File: config.mk
export PLATFORM = sky130hd
export DESIGN_NAME = gpio_port_ctrl
export DESIGN_NICKNAME = d
export VERILOG_FILES = /design/src/rtl/gpio_port_pkg.sv /design/src/rtl/gpio_in_sync.sv /design/src/rtl/gpio_regfile.sv /design/src/rtl/gpio_pad_drive.sv /design/src/rtl/gpio_port_ctrl.sv
export SDC_FILE = /design/constraint.sdc
export NUM_CORES = 1
export LEC_CHECK = 0
export BUFFER_PORTS_ARGS = -buffer_cell sky130_fd_sc_hd__buf_2
export CORE_UTILIZATION = 47
export CTS_CLUSTER_DIAMETER = 50
export CTS_CLUSTER_SIZE = 14
export DETAILED_ROUTE_END_ITERATION = 16
export MAX_ROUTING_LAYER = met4
export PLACE_DENSITY = 0.82
export SYNTH_ARGS = -nofsm -noshare
export SYNTH_HDL_FRONTEND = slang
export SYNTH_SLANG_ARGS = --single-unit
File: constraint.sdc
create_clock -name clk -period 1.8 [get_ports clk]
set_clock_uncertainty 0.15 [all_clocks]
set_input_delay 0.09 -clock clk [delete_from_list [all_inputs] [get_ports clk]]
set_output_delay 0.09 -clock clk [all_outputs]
set_load 0.01 [all_outputs]
File: src/rtl/gpio_port_pkg.sv
package gpio_port_pkg;

   typedef enum logic [1:0] {
      PM_IN  = 2'd0,
      PM_OUT = 2'd1,
      PM_ALT = 2'd2,
      PM_ANA = 2'd3
   } pin_mode_e;

   localparam logic [1:0] PULL_UP   = 2'd1;
   localparam logic [1:0] PULL_DOWN = 2'd2;

   // word index = byte offset / 4
   localparam logic [3:0] W_MODE   = 4'h0;
   localparam logic [3:0] W_OTYPE  = 4'h1;
   localparam logic [3:0] W_SPEED  = 4'h2;
   localparam logic [3:0] W_PULL   = 4'h3;
   localparam logic [3:0] W_IDATA  = 4'h4;
   localparam logic [3:0] W_ODATA  = 4'h5;
   localparam logic [3:0] W_SETCLR = 4'h6;
   localparam logic [3:0] W_AFLO   = 4'h8;
   localparam logic [3:0] W_AFHI   = 4'h9;
   localparam logic [3:0] W_NONE   = 4'hF;

   localparam int SEL_W = 4;

endpackage

File: src/rtl/gpio_in_sync.sv
module gpio_in_sync #(
   parameter int PINS   = 16,
   parameter int STAGES = 2
) (
   input  logic            clk,
   input  logic            rst_n,
   input  logic [PINS-1:0] d,
   output logic [PINS-1:0] q
);

   logic [PINS-1:0] stg [STAGES];

   always_ff @(posedge clk or negedge rst_n) begin
      if (!rst_n) begin
         for (int s = 0; s < STAGES; s++) stg[s] <= '0;
      end else begin
         stg[0] <= d;
         for (int s = 1; s < STAGES; s++) stg[s] <= stg[s-1];
      end
   end

   assign q = stg[STAGES-1];

   generate
      if (STAGES == 2) begin : g_chk2
         logic [1:0] age;
         always_ff @(posedge clk or negedge rst_n) begin
            if (!rst_n)          age <= 2'd0;
            else if (age != 2'd2) age <= age + 2'd1;
         end
         AST_SYNC_LATENCY: assert property (@(posedge clk) disable iff (!rst_n)
            (age == 2'd2) |-> (q == $past(d, 2))) else $error("sync latency");
      end
   endgenerate

endmodule

File: src/rtl/gpio_regfile.sv
module gpio_regfile
   import gpio_port_pkg::*;
#(
   parameter int PINS = 16
) (
   input  logic                       clk,
   input  logic                       rst_n,
   input  logic                       wr_en,
   input  logic [3:0]                 idx,
   input  logic [31:0]                wdata,
   output logic [31:0]                rdata,
   input  logic [PINS-1:0]            idata,
   output logic [PINS-1:0][1:0]       mode_o,
   output logic [PINS-1:0]            otype_o,
   output logic [PINS-1:0][1:0]       pull_o,
   output logic [PINS-1:0]            odr_o,
   output logic [PINS-1:0][SEL_W-1:0] afsel_o
);

   logic [PINS-1:0][1:0]       mode_r;
   logic [PINS-1:0][1:0]       speed_r;
   logic [PINS-1:0][1:0]       pull_r;
   logic [PINS-1:0]            otype_r;
   logic [PINS-1:0]            odr_r;
   logic [PINS-1:0][SEL_W-1:0] af_r;

   always_ff @(posedge clk or negedge rst_n) begin
      if (!rst_n) begin
         mode_r  <= '0;
         speed_r <= '0;
         pull_r  <= '0;
         otype_r <= '0;
         odr_r   <= '0;
         af_r    <= '0;
      end else if (wr_en) begin
         case (idx)
            W_MODE:  for (int p = 0; p < PINS; p++) mode_r[p]  <= wdata[2*p +: 2];
            W_SPEED: for (int p = 0; p < PINS; p++) speed_r[p] <= wdata[2*p +: 2];
            W_PULL:  for (int p = 0; p < PINS; p++) pull_r[p]  <= wdata[2*p +: 2];
            W_OTYPE: otype_r <= wdata[PINS-1:0];
            W_ODATA: odr_r   <= wdata[PINS-1:0];
            W_SETCLR: begin
               for (int p = 0; p < PINS; p++) begin
                  if (wdata[p])           odr_r[p] <= 1'b1;
                  else if (wdata[16 + p]) odr_r[p] <= 1'b0;
               end
            end
            W_AFLO: begin
               for (int p = 0; p < PINS; p++)
                  if (p < 8) af_r[p] <= wdata[4*(p%8) +: 4];
            end
            W_AFHI: begin
               for (int p = 0; p < PINS; p++)
                  if (p >= 8) af_r[p] <= wdata[4*(p%8) +: 4];
            end
            default: ;
         endcase
      end
   end

   logic [31:0] rb_mode, rb_speed, rb_pull, rb_aflo, rb_afhi;

   always_comb begin
      rb_mode  = '0;
      rb_speed = '0;
      rb_pull  = '0;
      rb_aflo  = '0;
      rb_afhi  = '0;
      for (int p = 0; p < PINS; p++) begin
         rb_mode[2*p +: 2]  = mode_r[p];
         rb_speed[2*p +: 2] = speed_r[p];
         rb_pull[2*p +: 2]  = pull_r[p];
         if (p < 8) rb_aflo[4*(p%8) +: 4] = af_r[p];
         else       rb_afhi[4*(p%8) +: 4] = af_r[p];
      end
   end

   always_comb begin
      case (idx)
         W_MODE:  rdata = rb_mode;
         W_OTYPE: rdata = 32'(otype_r);
         W_SPEED: rdata = rb_speed;
         W_PULL:  rdata = rb_pull;
         W_IDATA: rdata = 32'(idata);
         W_ODATA: rdata = 32'(odr_r);
         W_AFLO:  rdata = rb_aflo;
         W_AFHI:  rdata = rb_afhi;
         default: rdata = '0;
      endcase
   end

   assign mode_o  = mode_r;
   assign otype_o = otype_r;
   assign pull_o  = pull_r;
   assign odr_o   = odr_r;
   assign afsel_o = af_r;

   AST_SET_WINS: assert property (@(posedge clk) disable iff (!rst_n)
      (wr_en && idx == W_SETCLR) |=>
      ((odr_r & $past(wdata[PINS-1:0])) == $past(wdata[PINS-1:0])))
      else $error("set bit not applied");
   AST_CLEAR_APPLIED: assert property (@(posedge clk) disable iff (!rst_n)
      (wr_en && idx == W_SETCLR) |=>
      ((odr_r & $past(wdata[16 +: PINS] & ~wdata[PINS-1:0])) == '0))
      else $error("clear bit not applied");
   AST_LATCH_HOLD: assert property (@(posedge clk) disable iff (!rst_n)
      !(wr_en && (idx == W_SETCLR || idx == W_ODATA)) |=> $stable(odr_r))
      else $error("latch changed without write");

endmodule

File: src/rtl/gpio_pad_drive.sv
module gpio_pad_drive
   import gpio_port_pkg::*;
#(
   parameter int PINS   = 16,
   parameter int NUM_AF = 16
) (
   input  logic [PINS-1:0][1:0]       mode_i,
   input  logic [PINS-1:0]            otype_i,
   input  logic [PINS-1:0][1:0]       pull_i,
   input  logic [PINS-1:0]            odr_i,
   input  logic [PINS-1:0][SEL_W-1:0] afsel_i,
   input  logic [NUM_AF*PINS-1:0]     af_bus_i,
   output logic [PINS-1:0]            pad_out_o,
   output logic [PINS-1:0]            pad_oe_o,
   output logic [PINS-1:0]            pad_od_o,
   output logic [PINS-1:0]            pad_pu_o,
   output logic [PINS-1:0]            pad_pd_o
);

   localparam int NSEL = 1 << SEL_W;

   for (genvar p = 0; p < PINS; p++) begin : g_pin
      logic [NSEL-1:0] af_col;
      logic            drives;
      logic            val;
      logic            analog;

      for (genvar f = 0; f < NSEL; f++) begin : g_fn
         if (f < NUM_AF) begin : g_used
            assign af_col[f] = af_bus_i[f*PINS + p];
         end else begin : g_unused
            assign af_col[f] = 1'b0;
         end
      end

      always_comb begin
         case (pin_mode_e'(mode_i[p]))
            PM_OUT:  begin drives = 1'b1; val = odr_i[p];            end
            PM_ALT:  begin drives = 1'b1; val = af_col[afsel_i[p]];  end
            default: begin drives = 1'b0; val = 1'b0;                end
         endcase
      end

      assign analog       = (pin_mode_e'(mode_i[p]) == PM_ANA);
      assign pad_oe_o[p]  = drives & (~otype_i[p] | ~val);
      assign pad_out_o[p] = drives & ~otype_i[p] & val;
      assign pad_od_o[p]  = otype_i[p];
      assign pad_pu_o[p]  = ~analog & (pull_i[p] == PULL_UP);
      assign pad_pd_o[p]  = ~analog & (pull_i[p] == PULL_DOWN);
   end

endmodule

File: src/rtl/gpio_port_ctrl.sv
module gpio_port_ctrl
   import gpio_port_pkg::*;
#(
   parameter int PINS        = 16,
   parameter int NUM_AF      = 16,
   parameter int ADDR_W      = 6,
   parameter int SYNC_STAGES = 2
) (
   input  logic                   clk,
   input  logic                   rst_n,
   input  logic                   reg_wr,
   input  logic [ADDR_W-1:0]      reg_addr,
   input  logic [31:0]            reg_wdata,
   output logic [31:0]            reg_rdata,
   input  logic [PINS-1:0]        pad_in,
   input  logic [NUM_AF*PINS-1:0] af_drive,
   output logic [PINS-1:0]        pad_out,
   output logic [PINS-1:0]        pad_oe,
   output logic [PINS-1:0]        pad_od,
   output logic [PINS-1:0]        pad_pu,
   output logic [PINS-1:0]        pad_pd
);

   if (PINS < 1 || PINS > 16) begin : g_bad_pins
      $error("PINS must be 1..16");
   end
   if (NUM_AF < 1 || NUM_AF > (1 << SEL_W)) begin : g_bad_af
      $error("NUM_AF must be 1..16");
   end
   if (ADDR_W < 6) begin : g_bad_addr
      $error("ADDR_W must be at least 6");
   end
   if (SYNC_STAGES < 2) begin : g_bad_sync
      $error("SYNC_STAGES must be at least 2");
   end

   logic       hit;
   logic [3:0] word_idx;

   if (ADDR_W > 6) begin : g_wide_addr
      assign hit = (reg_addr[1:0] == 2'b00) && (reg_addr[ADDR_W-1:6] == '0);
   end else begin : g_narrow_addr
      assign hit = (reg_addr[1:0] == 2'b00);
   end
   assign word_idx = hit ? reg_addr[5:2] : W_NONE;

   logic [PINS-1:0]            idata;
   logic [PINS-1:0][1:0]       mode_q;
   logic [PINS-1:0]            otype_q;
   logic [PINS-1:0][1:0]       pull_q;
   logic [PINS-1:0]            odr_q;
   logic [PINS-1:0][SEL_W-1:0] afsel_q;

   gpio_in_sync #(.PINS(PINS), .STAGES(SYNC_STAGES)) u_sync (
      .clk   (clk),
      .rst_n (rst_n),
      .d     (pad_in),
      .q     (idata)
   );

   gpio_regfile #(.PINS(PINS)) u_regs (
      .clk     (clk),
      .rst_n   (rst_n),
      .wr_en   (reg_wr),
      .idx     (word_idx),
      .wdata   (reg_wdata),
      .rdata   (reg_rdata),
      .idata   (idata),
      .mode_o  (mode_q),
      .otype_o (otype_q),
      .pull_o  (pull_q),
      .odr_o   (odr_q),
      .afsel_o (afsel_q)
   );

   gpio_pad_drive #(.PINS(PINS), .NUM_AF(NUM_AF)) u_pads (
      .mode_i    (mode_q),
      .otype_i   (otype_q),
      .pull_i    (pull_q),
      .odr_i     (odr_q),
      .afsel_i   (afsel_q),
      .af_bus_i  (af_drive),
      .pad_out_o (pad_out),
      .pad_oe_o  (pad_oe),
      .pad_od_o  (pad_od),
      .pad_pu_o  (pad_pu),
      .pad_pd_o  (pad_pd)
   );

   AST_OD_NEVER_HIGH: assert property (@(posedge clk) disable iff (!rst_n)
      ((pad_oe & pad_od & pad_out) == '0)) else $error("open-drain drove high");
   AST_PULL_EXCLUSIVE: assert property (@(posedge clk) disable iff (!rst_n)
      ((pad_pu & pad_pd) == '0)) else $error("both pulls on");
   AST_OUT_NEEDS_OE: assert property (@(posedge clk) disable iff (!rst_n)
      ((pad_out & ~pad_oe) == '0)) else $error("value without enable");

endmodule

Word-level counts from Yosys, hierarchy flattened
Index checks and enable logic that the tools add are counted.
{"block": "op_classes", "div_mod_pow": 0, "n_mux": 99, "n_reduce_logical": 41, "n_addsub": 0, "multipliers": 0, "shift": 0, "eq_ne": 104, "bitwise_logic": 144, "n_lt_le_gt_ge": 16}
{"cell": "$pmux W32 S8", "count": 1}
{"cell": "$eq A2 B2 Y1 const B", "count": 48}
{"cell": "$and A1 B1 Y1", "count": 80}
{"cell": "$lt A4 B5 Y1 const B", "count": 16}
{"cell": "$bmux W1 S4", "count": 16}
{"cell": "$eq A2 B1 Y1 const B", "count": 32}
{"cell": "$mux W1", "count": 64}
{"cell": "$ne A3 B3 Y1 const B", "count": 16}
{"cell": "$not A1 Y1", "count": 48}
{"cell": "$reduce_and A3 Y1", "count": 16}
{"cell": "$pmux W1 S2", "count": 16}
{"cell": "$pmux W16 S2", "count": 1}
{"cell": "$reduce_or A2 Y1", "count": 16}
{"cell": "$or A1 B1 Y1", "count": 16}
{"cell": "$eq A4 B3 Y1 const B", "count": 3}
{"cell": "$reduce_and A2 Y1", "count": 6}
{"cell": "$eq A4 B2 Y1 const B", "count": 2}
{"cell": "$eq A4 B4 Y1 const B", "count": 2}
{"cell": "$eq A4 B1 Y1 const B", "count": 1}
{"cell": "$logic_not A4 Y1", "count": 1}
{"cell": "$mux W4", "count": 1}
{"cell": "$logic_not A2 Y1", "count": 1}
{"cell": "$reduce_bool A2 Y1", "count": 1}
{"block": "word_totals", "n_memories": 0, "out_inout_bits": 112, "elab_cells": 487, "regBits": 224, "in_bits": 313, "mem_bits_rw": 0, "mem_bits_ro": 0, "latchBits": 0}

Longest topological paths before layout
Gate-level depths: netlist of the first run.
{"block": "depth", "depth_word": 6, "depth_mapped": 6, "mapped_depth_nobuf": 6}

Cells and area by module
Synthesis of the first run repeated with hierarchy kept, for this count alone.
{"block": "unflattened", "cells_unflattened": 1089, "area_unflattened_um2": 13843.3}
{"mod": "gpio_regfile", "cells_per_inst": 642, "seq_area_each_um2": 4804.6, "instances": 1, "area_each_um2": 9047.4}
{"mod": "gpio_pad_drive", "cells_per_inst": 395, "seq_area_each_um2": 0.0, "instances": 1, "area_each_um2": 3849.9}
{"mod": "gpio_in_sync", "cells_per_inst": 48, "seq_area_each_um2": 800.8, "instances": 1, "area_each_um2": 920.9}
{"mod": "gpio_port_ctrl", "cells_per_inst": 4, "seq_area_each_um2": 0.0, "instances": 1, "area_each_um2": 25.0}

Worst setup path before layout of the first run
Ideal clock, no wire load.
{"block": "synth_timing", "path_kind": "reg-to-output", "from": "register u_regs.af_r, in the netlist u_regs.afsel_o[48]", "to": "output pad_oe[12]", "path_stages_with_launch": 6, "t_arrival_ns": 1.715, "path_buffers": 1, "required_ns": 1.560, "path_slack_ns": -0.155, "path_cell_list": "dfrtp_1 > clkbuf_1 > mux4_2 > mux2i_1 > a21boi_0 > o31ai_1"}
{"block": "synth_between", "elab_chain_len": 6}
{"element": "from (decl)", "line": "gpio_regfile.sv:25", "text": "logic [PINS-1:0][SEL_W-1:0] af_r;"}
{"element": "from (signal, indexed assignment)", "line": "gpio_regfile.sv:50", "text": "if (p < 8) af_r[p] <= wdata[4*(p%8) +: 4];"}
{"element": "from (signal, indexed assignment)", "line": "gpio_regfile.sv:54", "text": "if (p >= 8) af_r[p] <= wdata[4*(p%8) +: 4];"}
{"element": "$bmux W1 S4", "line": "gpio_pad_drive.sv:39", "text": "PM_ALT: begin drives = 1'b1; val = af_col[afsel_i[p]]; end"}
{"element": "$mux W1 (not written as such)", "line": "gpio_pad_drive.sv:39"}
{"element": "$pmux W1 S2", "line": "gpio_pad_drive.sv:37", "text": "case (pin_mode_e'(mode_i[p]))"}
{"element": "$not A1 Y1", "line": "gpio_pad_drive.sv:45", "text": "assign pad_oe_o[p] = drives & (~otype_i[p] | ~val);"}
{"element": "$or A1 B1 Y1", "line": "gpio_pad_drive.sv:45"}
{"element": "$and A1 B1 Y1", "line": "gpio_pad_drive.sv:45"}
{"element": "to (decl)", "line": "gpio_port_ctrl.sv:18", "text": "output logic [PINS-1:0] pad_oe,"}
No other way between the ends. The select of a mux whose other input is x is not followed.

Worst setup path after layout of the first run
{"block": "layout_timing", "from": "register u_regs.af_r, in the netlist u_regs.afsel_o[52]", "to": "output pad_out[13]"}
{"block": "layout_between", "elab_chain_len": 4}
{"element": "$bmux W1 S4", "line": "gpio_pad_drive.sv:39"}
{"element": "$mux W1 (not written as such)", "line": "gpio_pad_drive.sv:39"}
{"element": "$pmux W1 S2", "line": "gpio_pad_drive.sv:37"}
{"element": "$and A1 B1 Y1", "line": "gpio_pad_drive.sv:46", "text": "assign pad_out_o[p] = drives & ~otype_i[p] & val;"}
{"element": "to (decl)", "line": "gpio_port_ctrl.sv:17", "text": "output logic [PINS-1:0] pad_out,"}
No other way between the ends. The select of a mux whose other input is x is not followed.

==> impl_metrics.json, run 1 <==
{
  "synth.yosys.warnings": 0,
  "pre_cts_ws_ns": -0.366,
  "ctsHtreeMaxLevel": 1,
  "routedWlPerCell_um": 26.0,
  "fmax_mhz": 401,
  "reg2reg_depth": 3,
  "p_leak_uw": 0.00943,
  "dominant_cells_by_area_after_synthesis": "dfrtp_1 (44%), mux2_2 (13%), mux4_2 (8.8%), ha_1 (4.7%), mux2i_1 (4.6%)",
  "worst_setup_hold_path_clk_slew_ns": 0.06,
  "starting_density_pct": 48.4,
  "final-setup-viol-count": 79,
  "nNetsFinal": 1979,
  "cp_max_fo": 4,
  "drt_wl_total_um": 51300,
  "powerDensity_nw_per_um2": 846,
  "design.die.area_um2": 27800,
  "crit_path_required_time_ns": 1.56,
  "worst_hold_path_type": "input pin to flop",
  "buffer_ports.inserted": 424,
  "detail_route_antenna_nets": 0,
  "synth_cell_types": 47,
  "synth_largest_type_area_fraction_pct": 44.0,
  "cp-start-kind": "flop",
  "seq_area_frac_synth_pct": 44.0,
  "number_of_enable_flip_flop_cells_after_synthesis": 0,
  "timing.rr.start": "u_regs.afsel_o[12]",
  "status": "complete, but fails checks",
  "yosys_most_used_dff": "dfrtp_1",
  "number_of_global_route_vias_before_repair": 12900,
  "global_route.usage.total_pct": 36.6,
  "clk_latency_ns": 0.52,
  "fin_total_pwr_uw": 16300,
  "drc": 0,
  "design.portCount": 425,
  "tritoncts.num_buffers": 25,
  "die_height_um": 167,
  "grt_antenna_before_repair": 1,
  "hold_end": "u_sync.stg[18]",
  "async_flop_share_pct": 100,
  "syn-num-nets": 1363,
  "dr.pass1.iters": 6,
  "drt_iter0_markers": 1295,
  "worstReg2RegEnd": "u_regs.afsel_o[12]",
  "globalplace.congestion": 0.969,
  "longest_individual_stage_delay_on_the_worst_path_ns": 0.53,
  "grt_pass1_wl_um": 74600,
  "slew_violations": 0,
  "grt_setup_unrepaired": "yes",
  "post_synth.cell_area_avg_um2": 12.7,
  "post_synth_most_frequent_cells": "dfrtp_1 (224), mux2_2 (147), mux2i_1 (58)",
  "violations": "negative setup slack",
  "worst_slew_pin_slew_ns": 0.656,
  "synth_area_um2": 12700,
  "cp_slowest_cell": "mux4_2",
  "hold_start": "pad_in[2]",
  "cp-end-kind": "primary output",
  "post-route-min-period_ns": 2.49,
  "design.core.area_um2": 26400,
  "dp_hpwl_um": 33400,
  "ys_ff_latch": 224,
  "fin_setup_tns_ns": -25.51,
  "cap_viol_max_count": 0,
  "final_min_period_over_clock_period_pct": 138,
  "rows": 59,
  "critPathKind": "flop to primary output",
  "vias": 12300,
  "ir_drop_v": 0.000544,
  "routed_via_density": 6.25,
  "areaGrowthSynthToFinish_pct": 51.6,
  "clock-root-buffer": "clkbuf_16",
  "post_route_cells_drive_above_1_share_pct": 60.7,
  "worst_hold_path.num_cells": 2,
  "r2r_slack_ns": 0.50,
  "grt-ovfl-total": 0,
  "synthMostInstantiatedCell": "dfrtp_1",
  "die_x_um": 167,
  "final_hold_violation_count": 0,
  "grt_start_max_net_pins": 54,
  "crit_chain": "mux4_2 > o211ai_1 > a311oi_2 > buf_2",
  "arrival_ns": 2.25,
  "final.setup.worst_slack_ns": -0.692,
  "synth_cells": 1002,
  "clock_sink_count": 224,
  "cts-root-to-sink-buffers": 3,
  "clock_tree_from_tritoncts": "done",
  "synth_top_area_cell": "dfrtp_1",
  "relSlewSlack_pct": 56.2
}
## layout by cell type (no fill, tap or decap), drive strengths merged, types with 16 or more instances in the layout
master / n
buf: 593
a22o: 16
clkbuf: 30
ha: 48
inv: 50
a22oi: 32
mux2i: 58
nor2: 31
mux4: 50
dlygate4sd3: 50
nand3: 19
a222oi: 48
nor3b: 34
o21ai: 16
nand2: 38
dfrtp: 224
mux2: 181
## critical path: cells and delay by family (launching register included)
family / cells / cell delay (ns)
compound gates: 2 / 0.59
buf+inv: 1 / 0.18
flops: 1 / 0.43
mux: 1 / 0.53
## registers in the layout (all words and copies together) (netlist names)
name             flops
u_regs.afsel_o      64
u_regs.mode_o       32
u_regs.pull_o       32
u_regs.rb_speed     32
u_regs.odr_o        16
u_regs.otype_o      16
u_sync.q            16
u_sync.stg          16
## metal layers
layer  vias up  global-route usage [%]  routed length [um]
li1       5144                       -                   -
met1      6134                    42.4               18900
met2       852                    61.0               25200
met3       169                    7.08                4350
met4         0                    18.4                2840
met5         -                       -                   0
## per-stage QoR
step / instances / hold slack (ns) / utilization [%] / area (um2)
after floorplan: 1002 / -0.356 / - / 12800
final: 1969 / 0.0584 / 73.3 / 19300
after global routing: 1969 / 0.0601 / 73.3 / 19300
after global placement: 1810 / -0.0829 / 61.1 / 16100
after detailed placement: 1810 / -0.0822 / 61.1 / 16100
after CTS: 1945 / 0.0475 / 71.1 / 18700
## logic make-up after synthesis
logic type,after synthesis,share of synthesized area [%]
adder cells (fa/ha/maj),48,4.71
buffers and inverters,101,3.26
AO/OA/AOI/OAI,181,11.6
AND/OR/NAND/NOR,159,7.06
multiplexers,289,29.4
flip-flops,224,44.0
## worst max path at each step
stage,startpoint,end,slack (ns),cells after the start
CTS,u_regs.afsel_o[12],pad_oe[3],-0.69,6
floorplan,reg_addr[5],u_regs.mode_o[0],0.01,5
finish,u_regs.afsel_o[52],pad_out[13],-0.69,4
global placement,reg_addr[4],reg_rdata[12],-0.41,7
global route,u_regs.afsel_o[52],pad_out[13],-0.75,4
detailed placement,reg_addr[4],reg_rdata[12],-0.37,7
## timing repair
item | CTS | global route
pin swaps | 88 | 65
setup buffers | 42 | 25
gates cloned | 9 | 2
setup endpoints to repair | 92 | 95
resized for setup | 198 | 83
hold endpoints to repair | 432 | 0
hold buffers | 50 | 0
## final cells by class
| type | instances | area [um2] |
|---|---|---|
| diodes | 1 | 2.50 |
| clock buffers | 28 | 657 |
| clock inverters | 14 | 176 |
| fillers | 1660 | 7040 |
| inverters | 45 | 169 |
| multi-input cells | 677 | 7440 |
| flip-flops and latches | 224 | 5650 |
| well taps | 335 | 419 |
| repair buffers | 645 | 4800 |
## report_power, final
part	internal, uW	switching, uW	total, uW
clock network	3080	2210	5290
registers	5690	860	6550
logic	2530	1970	4500
total	11300	5040	16300
Power figures use the tool's default switching activity.
==> run 2, diff against run 1 <==
Settings changed: CORE_UTILIZATION 47 to 48, CTS_BUF_LIST from default to sky130_fd_sc_hd__clkbuf_8, MAX_ROUTING_LAYER met4 to default, PLACE_DENSITY 0.82 to 0.84, SLEW_MARGIN from default to 20.
==> run 2 against run 1 <==
Compared with the run above: the run still ends with negative setup slack left; worst setup slack worse by 0.11 ns; total power is 7.1% lower; critical path depth is 2 higher; global-route usage is 0.53 points lower; largest power group unchanged; highest routed layer unchanged.
==> impl_metrics.json, run 2 (same netlist as run 1, synthesis figures left out) <==
{
  "ir_drop_v": 0.000636,
  "hold-worst-slack_ns": 0.0180,
  "combinationalPowerShare_pct": 29.0,
  "routedWlPerCell_um": 26.0,
  "dp_hpwl_um": 32500,
  "p_leak_uw": 0.00912,
  "layout.core_utilization_pct": 71.5,
  "areaGrowthSynthToFinish_pct": 46.3,
  "design.portCount": 425,
  "die_height_um": 165,
  "worst_slew_pin_slew_ns": 0.505,
  "grt_most_used_layer": "met2",
  "clock-root-buffer": "clkbuf_8",
  "crit_chain": "mux4_2 > mux2i_1 > buf_4 > nand3b_1 > o211a_1 > buf_2",
  "worst_setup_hold_path_clk_slew_ns": 0.09,
  "postPlaceCellArea_um2": 16100,
  "tritoncts.num_buffers": 27,
  "drt_wl_total_um": 50700,
  "grt_setup_unrepaired": "yes",
  "clock_tree_from_tritoncts": "done",
  "longest_individual_stage_delay_on_the_worst_path_ns": 0.55,
  "drc": 0,
  "cp_slowest_cell": "mux4_2",
  "violations": "negative setup slack",
  "final-setup-viol-count": 91,
  "timing.rr.start": "u_regs.afsel_o[28]",
  "buffer_ports.inserted": 424,
  "switching_power_of_the_nets_uw": 5040,
  "hold_start": "pad_in[10]",
  "cp-end-kind": "primary output",
  "clock_sink_count": 224,
  "die_x_um": 165,
  "detail_route_antenna_nets": 0,
  "gr-usage-met1_pct": 41.8,
  "grt_start_max_net_pins": 57,
  "power_frac_clock_pct": 27.7,
  "relSlewSlack_pct": 66.4,
  "worstReg2RegEnd": "u_regs.afsel_o[28]",
  "number_of_global_route_vias_before_repair": 12500,
  "final.setup.worst_slack_ns": -0.800,
  "grt_pass1_wl_um": 72000,
  "post-route-min-period_ns": 2.60,
  "status": "complete, but fails checks",
  "hold_end": "u_sync.stg[26]",
  "nNetsFinal": 1952,
  "post_route_cells_drive_above_1_share_pct": 59.4,
  "worst_hold_path_type": "input pin to flop",
  "global_route.usage.total_pct": 36.1,
  "cap_viol_max_count": 0,
  "powerDensity_nw_per_um2": 814,
  "final_min_period_over_clock_period_pct": 144,
  "final_cell_mix": "buf_2 (406), dfrtp_1 (180), mux2_2 (145)",
  "arrival_ns": 2.36,
  "r2r_slack_ns": 0.43,
  "crit_path_required_time_ns": 1.56,
  "dr.pass1.iters": 6,
  "cp-start-kind": "flop",
  "cp_max_fo": 7,
  "slew_violations": 0,
  "seqPwrFrac_pct": 43.3,
  "ctsHtreeMaxLevel": 1,
  "critPathKind": "flop to primary output",
  "grt_antenna_before_repair": 4,
  "routing_usage_on_met2_pct": 62.8,
  "fmax_mhz": 385,
  "largest_register_ff_count": 64,
  "cts-root-to-sink-buffers": 3,
  "vias": 12200,
  "grt-ovfl-total": 0,
  "clk_latency_ns": 0.57,
  "power.share.switching_pct": 33.2,
  "globalplace.congestion": 0.933,
  "finalInstanceArea_um2": 18600,
  "final_common_cell": "buf_2",
  "design.die.area_um2": 27200,
  "routed_via_density": 6.28,
  "starting_density_pct": 48.9,
  "final_hold_violation_count": 0,
  "rows": 59,
  "drt_iter0_markers": 1199,
  "worst_hold_path.num_cells": 2,
  "power_report.internal_total_uw": 10100,
  "reg2reg_depth": 4,
  "grt_use_met3_pct": 7.91,
  "design.core.area_um2": 26100
}
run 2: cell count changes in the layout (fill, tap and decap cells not counted), sizes merged:
cell and delta:
diode +3, clkbuf -2, clkinv +2, clkinvlp -2
inv +6, dlygate4sd3 +5, buf -32
run 2: how the worst max path moves through the flow:
| stage | startpoint | endpoint | slack (ns) | cells past startpoint |
|---|---|---|---|---|
| CTS | u_regs.afsel_o[28] | pad_oe[7] | -0.71 | 5 |
| global placement | reg_addr[5] | u_regs.odr_o[10] | -0.45 | 6 |
| global route | u_regs.afsel_o[16] | pad_out[4] | -0.84 | 6 |
| finish | u_regs.afsel_o[16] | pad_out[4] | -0.80 | 6 |
| floorplan | reg_addr[5] | u_regs.mode_o[0] | 0.01 | 5 |
| detailed placement | reg_addr[5] | u_regs.odr_o[10] | -0.47 | 6 |
run 2: metal layers:
layer  part of all wire (%)  wire (um)  vias up
met1                     36      18500     6165
met3                    8.9       4500      152
met5                      0          0        -
met2                     50      25400      848
met4                    4.6       2320        0
li1                       -          -     5078
run 2: what timing repair did:
action | CTS | global route
gates resized for setup | 193 | 45
hold endpoints to repair | 432 | 0
pin swaps | 77 | 51
buffers inserted | 24 | 14
gates cloned | 8 | 0
endpoints found under the setup margin | 96 | 96
hold buffers | 55 | 0
run 2: power by group through the flow:
stage	clock network (uW)	logic (uW)	registers, uW
after floorplan	0	2100	6220
after global placement	0	3500	6480
after detailed placement	0	3620	6530
after CTS	4190	4150	6500
after global routing	4450	4660	6640
final	4200	4400	6570
run 2: area by class of cell:
class,count,area [um2]
multi-input combinational,677,7390
fill,1678,7420
clock inverter,20,228
tap,335,419
clock buffer,28,385
sequential,224,5660
antenna,4,10.0
timing repair buffer,616,4380
inverter,45,169
run 2: metrics by stage:
| stage | worst slack, ns | power, uW | std cells | setup TNS, ns |
|---|---|---|---|---|
| floorplan | 0.00953 | 8320 | 1002 | 0 |
| global placement | -0.454 | 9980 | 1806 | -20.26 |
| detailed placement | -0.474 | 10200 | 1806 | -27.12 |
| CTS | -0.711 | 14800 | 1937 | -28.87 |
| global route | -0.842 | 15700 | 1948 | -35.74 |
| finish | -0.800 | 15200 | 1949 | -30.10 |
run 2: critical path: cells and delay by family (launching register included):
family / cells / cell delay, ns
and+or+nand+nor: 1 / 0.09
buffers and inverters: 2 / 0.33
AOI/OAI and AO/OA: 1 / 0.13
DFF: 1 / 0.48
muxes: 2 / 0.76
==> run 3, diff against run 2 <==
--- a/constraint.sdc
+++ b/constraint.sdc
@@ -4,2 +4,2 @@
 set_output_delay 0.09 -clock clk [all_outputs]
-set_load 0.01 [all_outputs]
+set_load 0.05 [all_outputs]
==> run 3 against run 2 <==
Compared with the run above: the flow still finishes with violations (negative setup slack); critical path depth fell by 1; worst setup slack got worse by 0.038 ns; non-clock buffer count rose by 63; total power rose by 14%; via count rose by 5.5%; largest cell class unchanged; die area did not move; sequential power barely moved; clock power fell by 7.1%; global-route usage rose by 3.1 points; register-to-register slack improved by 0.09 ns; core utilization rose by 6.7 points; clock-buffer cell count fell by 1.
==> impl_metrics.json, run 3 (same netlist as run 1, synthesis figures left out) <==
{
  "placed_cells": 1847,
  "grt_pass1_wl_um": 78700,
  "drc": 0,
  "dr.pass1.iters": 9,
  "drt_wl_total_um": 56500,
  "cp_slowest_cell": "mux4_2",
  "largest_register_ff_count": 64,
  "nNetsFinal": 2012,
  "crit_path_required_time_ns": 1.56,
  "vias": 12900,
  "final-setup-viol-count": 96,
  "fin_total_pwr_uw": 17300,
  "final_common_cell": "buf_2",
  "final_hold_violation_count": 0,
  "clock_sink_count": 224,
  "layout.core_utilization_pct": 78.3,
  "clock-root-buffer": "clkbuf_8",
  "fmax_mhz": 379,
  "starting_density_pct": 48.9,
  "routed_via_density": 6.45,
  "ir_drop_v": 0.000819,
  "final.fill_count": 1380,
  "cap_viol_max_count": 0,
  "globalplace.congestion": 0.996,
  "cp_max_fo": 6,
  "design.portCount": 425,
  "buffer_ports.inserted": 424,
  "post_route_cells_drive_above_1_share_pct": 63.7,
  "longest_individual_stage_delay_on_the_worst_path_ns": 0.54,
  "areaGrowthSynthToFinish_pct": 60.0,
  "rows": 59,
  "detail_route_antenna_nets": 0,
  "design.core.area_um2": 26100,
  "dp_hpwl_um": 34600,
  "clk_latency_ns": 0.58,
  "drt_iter0_markers": 1299,
  "grt_antenna_before_repair": 7,
  "powerDensity_nw_per_um2": 851,
  "relSlewSlack_pct": 58.8,
  "slew_violations": 0,
  "worst_setup_hold_path_clk_slew_ns": 0.09,
  "grt_start_max_net_pins": 56,
  "hold-worst-slack_ns": 0.00770,
  "grt_setup_unrepaired": "yes",
  "grt-ovfl-total": 0,
  "cts-root-to-sink-buffers": 3,
  "die_height_um": 165,
  "worst_slew_pin_slew_ns": 0.618,
  "number_of_global_route_vias_before_repair": 13600,
  "p_leak_uw": 0.00966,
  "final_min_period_over_clock_period_pct": 147,
  "routedWlPerCell_um": 28.2,
  "design.die.area_um2": 27200,
  "die_x_um": 165,
  "arrival_ns": 2.40,
  "post-route-min-period_ns": 2.64,
  "cp-end-kind": "primary output",
  "final_cell_mix": "buf_2 (325), dfrtp_1 (192), mux2_2 (144)",
  "worst_hold_path_type": "input pin to flop",
  "clock_tree_from_tritoncts": "done",
  "final.setup.worst_slack_ns": -0.837,
  "violations": "negative setup slack",
  "ctsHtreeMaxLevel": 1,
  "critPathKind": "flop to primary output",
  "cp-start-kind": "flop",
  "non_filler_cells_in_the_finished_layout": 2004,
  "tritoncts.num_buffers": 24,
  "global_route.usage.total_pct": 39.2,
  "crit_chain": "mux4_2 > a32oi_2 > o41ai_4 > a21oi_4 > buf_6",
  "status": "complete, but fails checks"
}
==> run 3: changes by cell type in the layout (fill, tap and decap cells not counted), sizes merged <==
cell | previous run | this run
inv | 56 | 52
clkinvlp | 3 | 1
dlygate4sd3 | 55 | 50
clkinv | 3 | 2
buf | 561 | 628
==> run 3: final cells by class <==
cell class                      instances  area, um2  area share [%]
Timing Repair Buffer                  679       5560            27.2
Clock inverter                         13        170           0.834
Inverter                               45        169           0.828
Multi-Input combinational cell        677       8050            39.5
Sequential cell                       224       5650            27.7
Tap cell                              335        419            2.06
Clock buffer                           27        372            1.82
Antenna cell                            4       10.0          0.0491
==> run 3: timing repair <==
action / in CTS / in global routing
pin swaps: 102 / 66
endpoints found under the setup margin: 96 / 96
buffers inserted: 40 / 32
cloned: 3 / 2
resized for setup: 362 / 47
hold buffers: 50 / 0
endpoints found under the hold margin: 432 / 0
==> run 3: power breakdown <==
part	switching, uW	internal (uW)	leakage, uW	total (uW)
Sequential	886	5670	0.00287	6560
Clock	2030	1870	0.000279	3900
Combinational	3560	3320	0.00651	6890
Total	6480	10900	0.00966	17300
==> run 3: critical path: cells and delay by family (launching register included) <==
kind	cells	cell delay [ns]
compound gates	3	0.66
flops	1	0.46
buf+inv	1	0.19
mux	1	0.54
==> run 3: metrics by stage <==
step	setup TNS, ns	setup WS (ns)	cell area, um2
CTS	-34.39	-0.783	20000
global route	-43.68	-0.901	20400
floorplan	-3.45	-0.221	13500
global placement	-40.03	-0.361	17200
detailed placement	-45.68	-0.405	17200
finish	-37.95	-0.837	20400
==> run 3: final timing paths <==
check	slack [ns]	from	endpoint	cells past startpoint
max	-0.84	u_regs.afsel_o[0]	pad_oe[0]	5
min	0.008	pad_in[10]	u_sync.stg[26]	2
max reg2reg	0.52	u_regs.afsel_o[24]	u_regs.afsel_o[24]	3
min reg2reg	0.20	u_sync.stg[31]	u_sync.q[15]	0
min in group asynchronous	0.43	rst_n	u_regs.rb_speed[3]	3
max in group asynchronous	0.41	rst_n	u_regs.mode_o[14]	4
==> run 3: metal layers <==
| layer | up-vias | GRT usage (%) | share of wire (%) |
|---|---|---|---|
| li1 | 5196 | - | - |
| met1 | 6356 | 43.2 | 33 |
| met2 | 1062 | 67.4 | 50 |
| met3 | 301 | 10.4 | 10 |
| met4 | 2 | 23.9 | 6.8 |
| met5 | - | 0 | 0.025 |
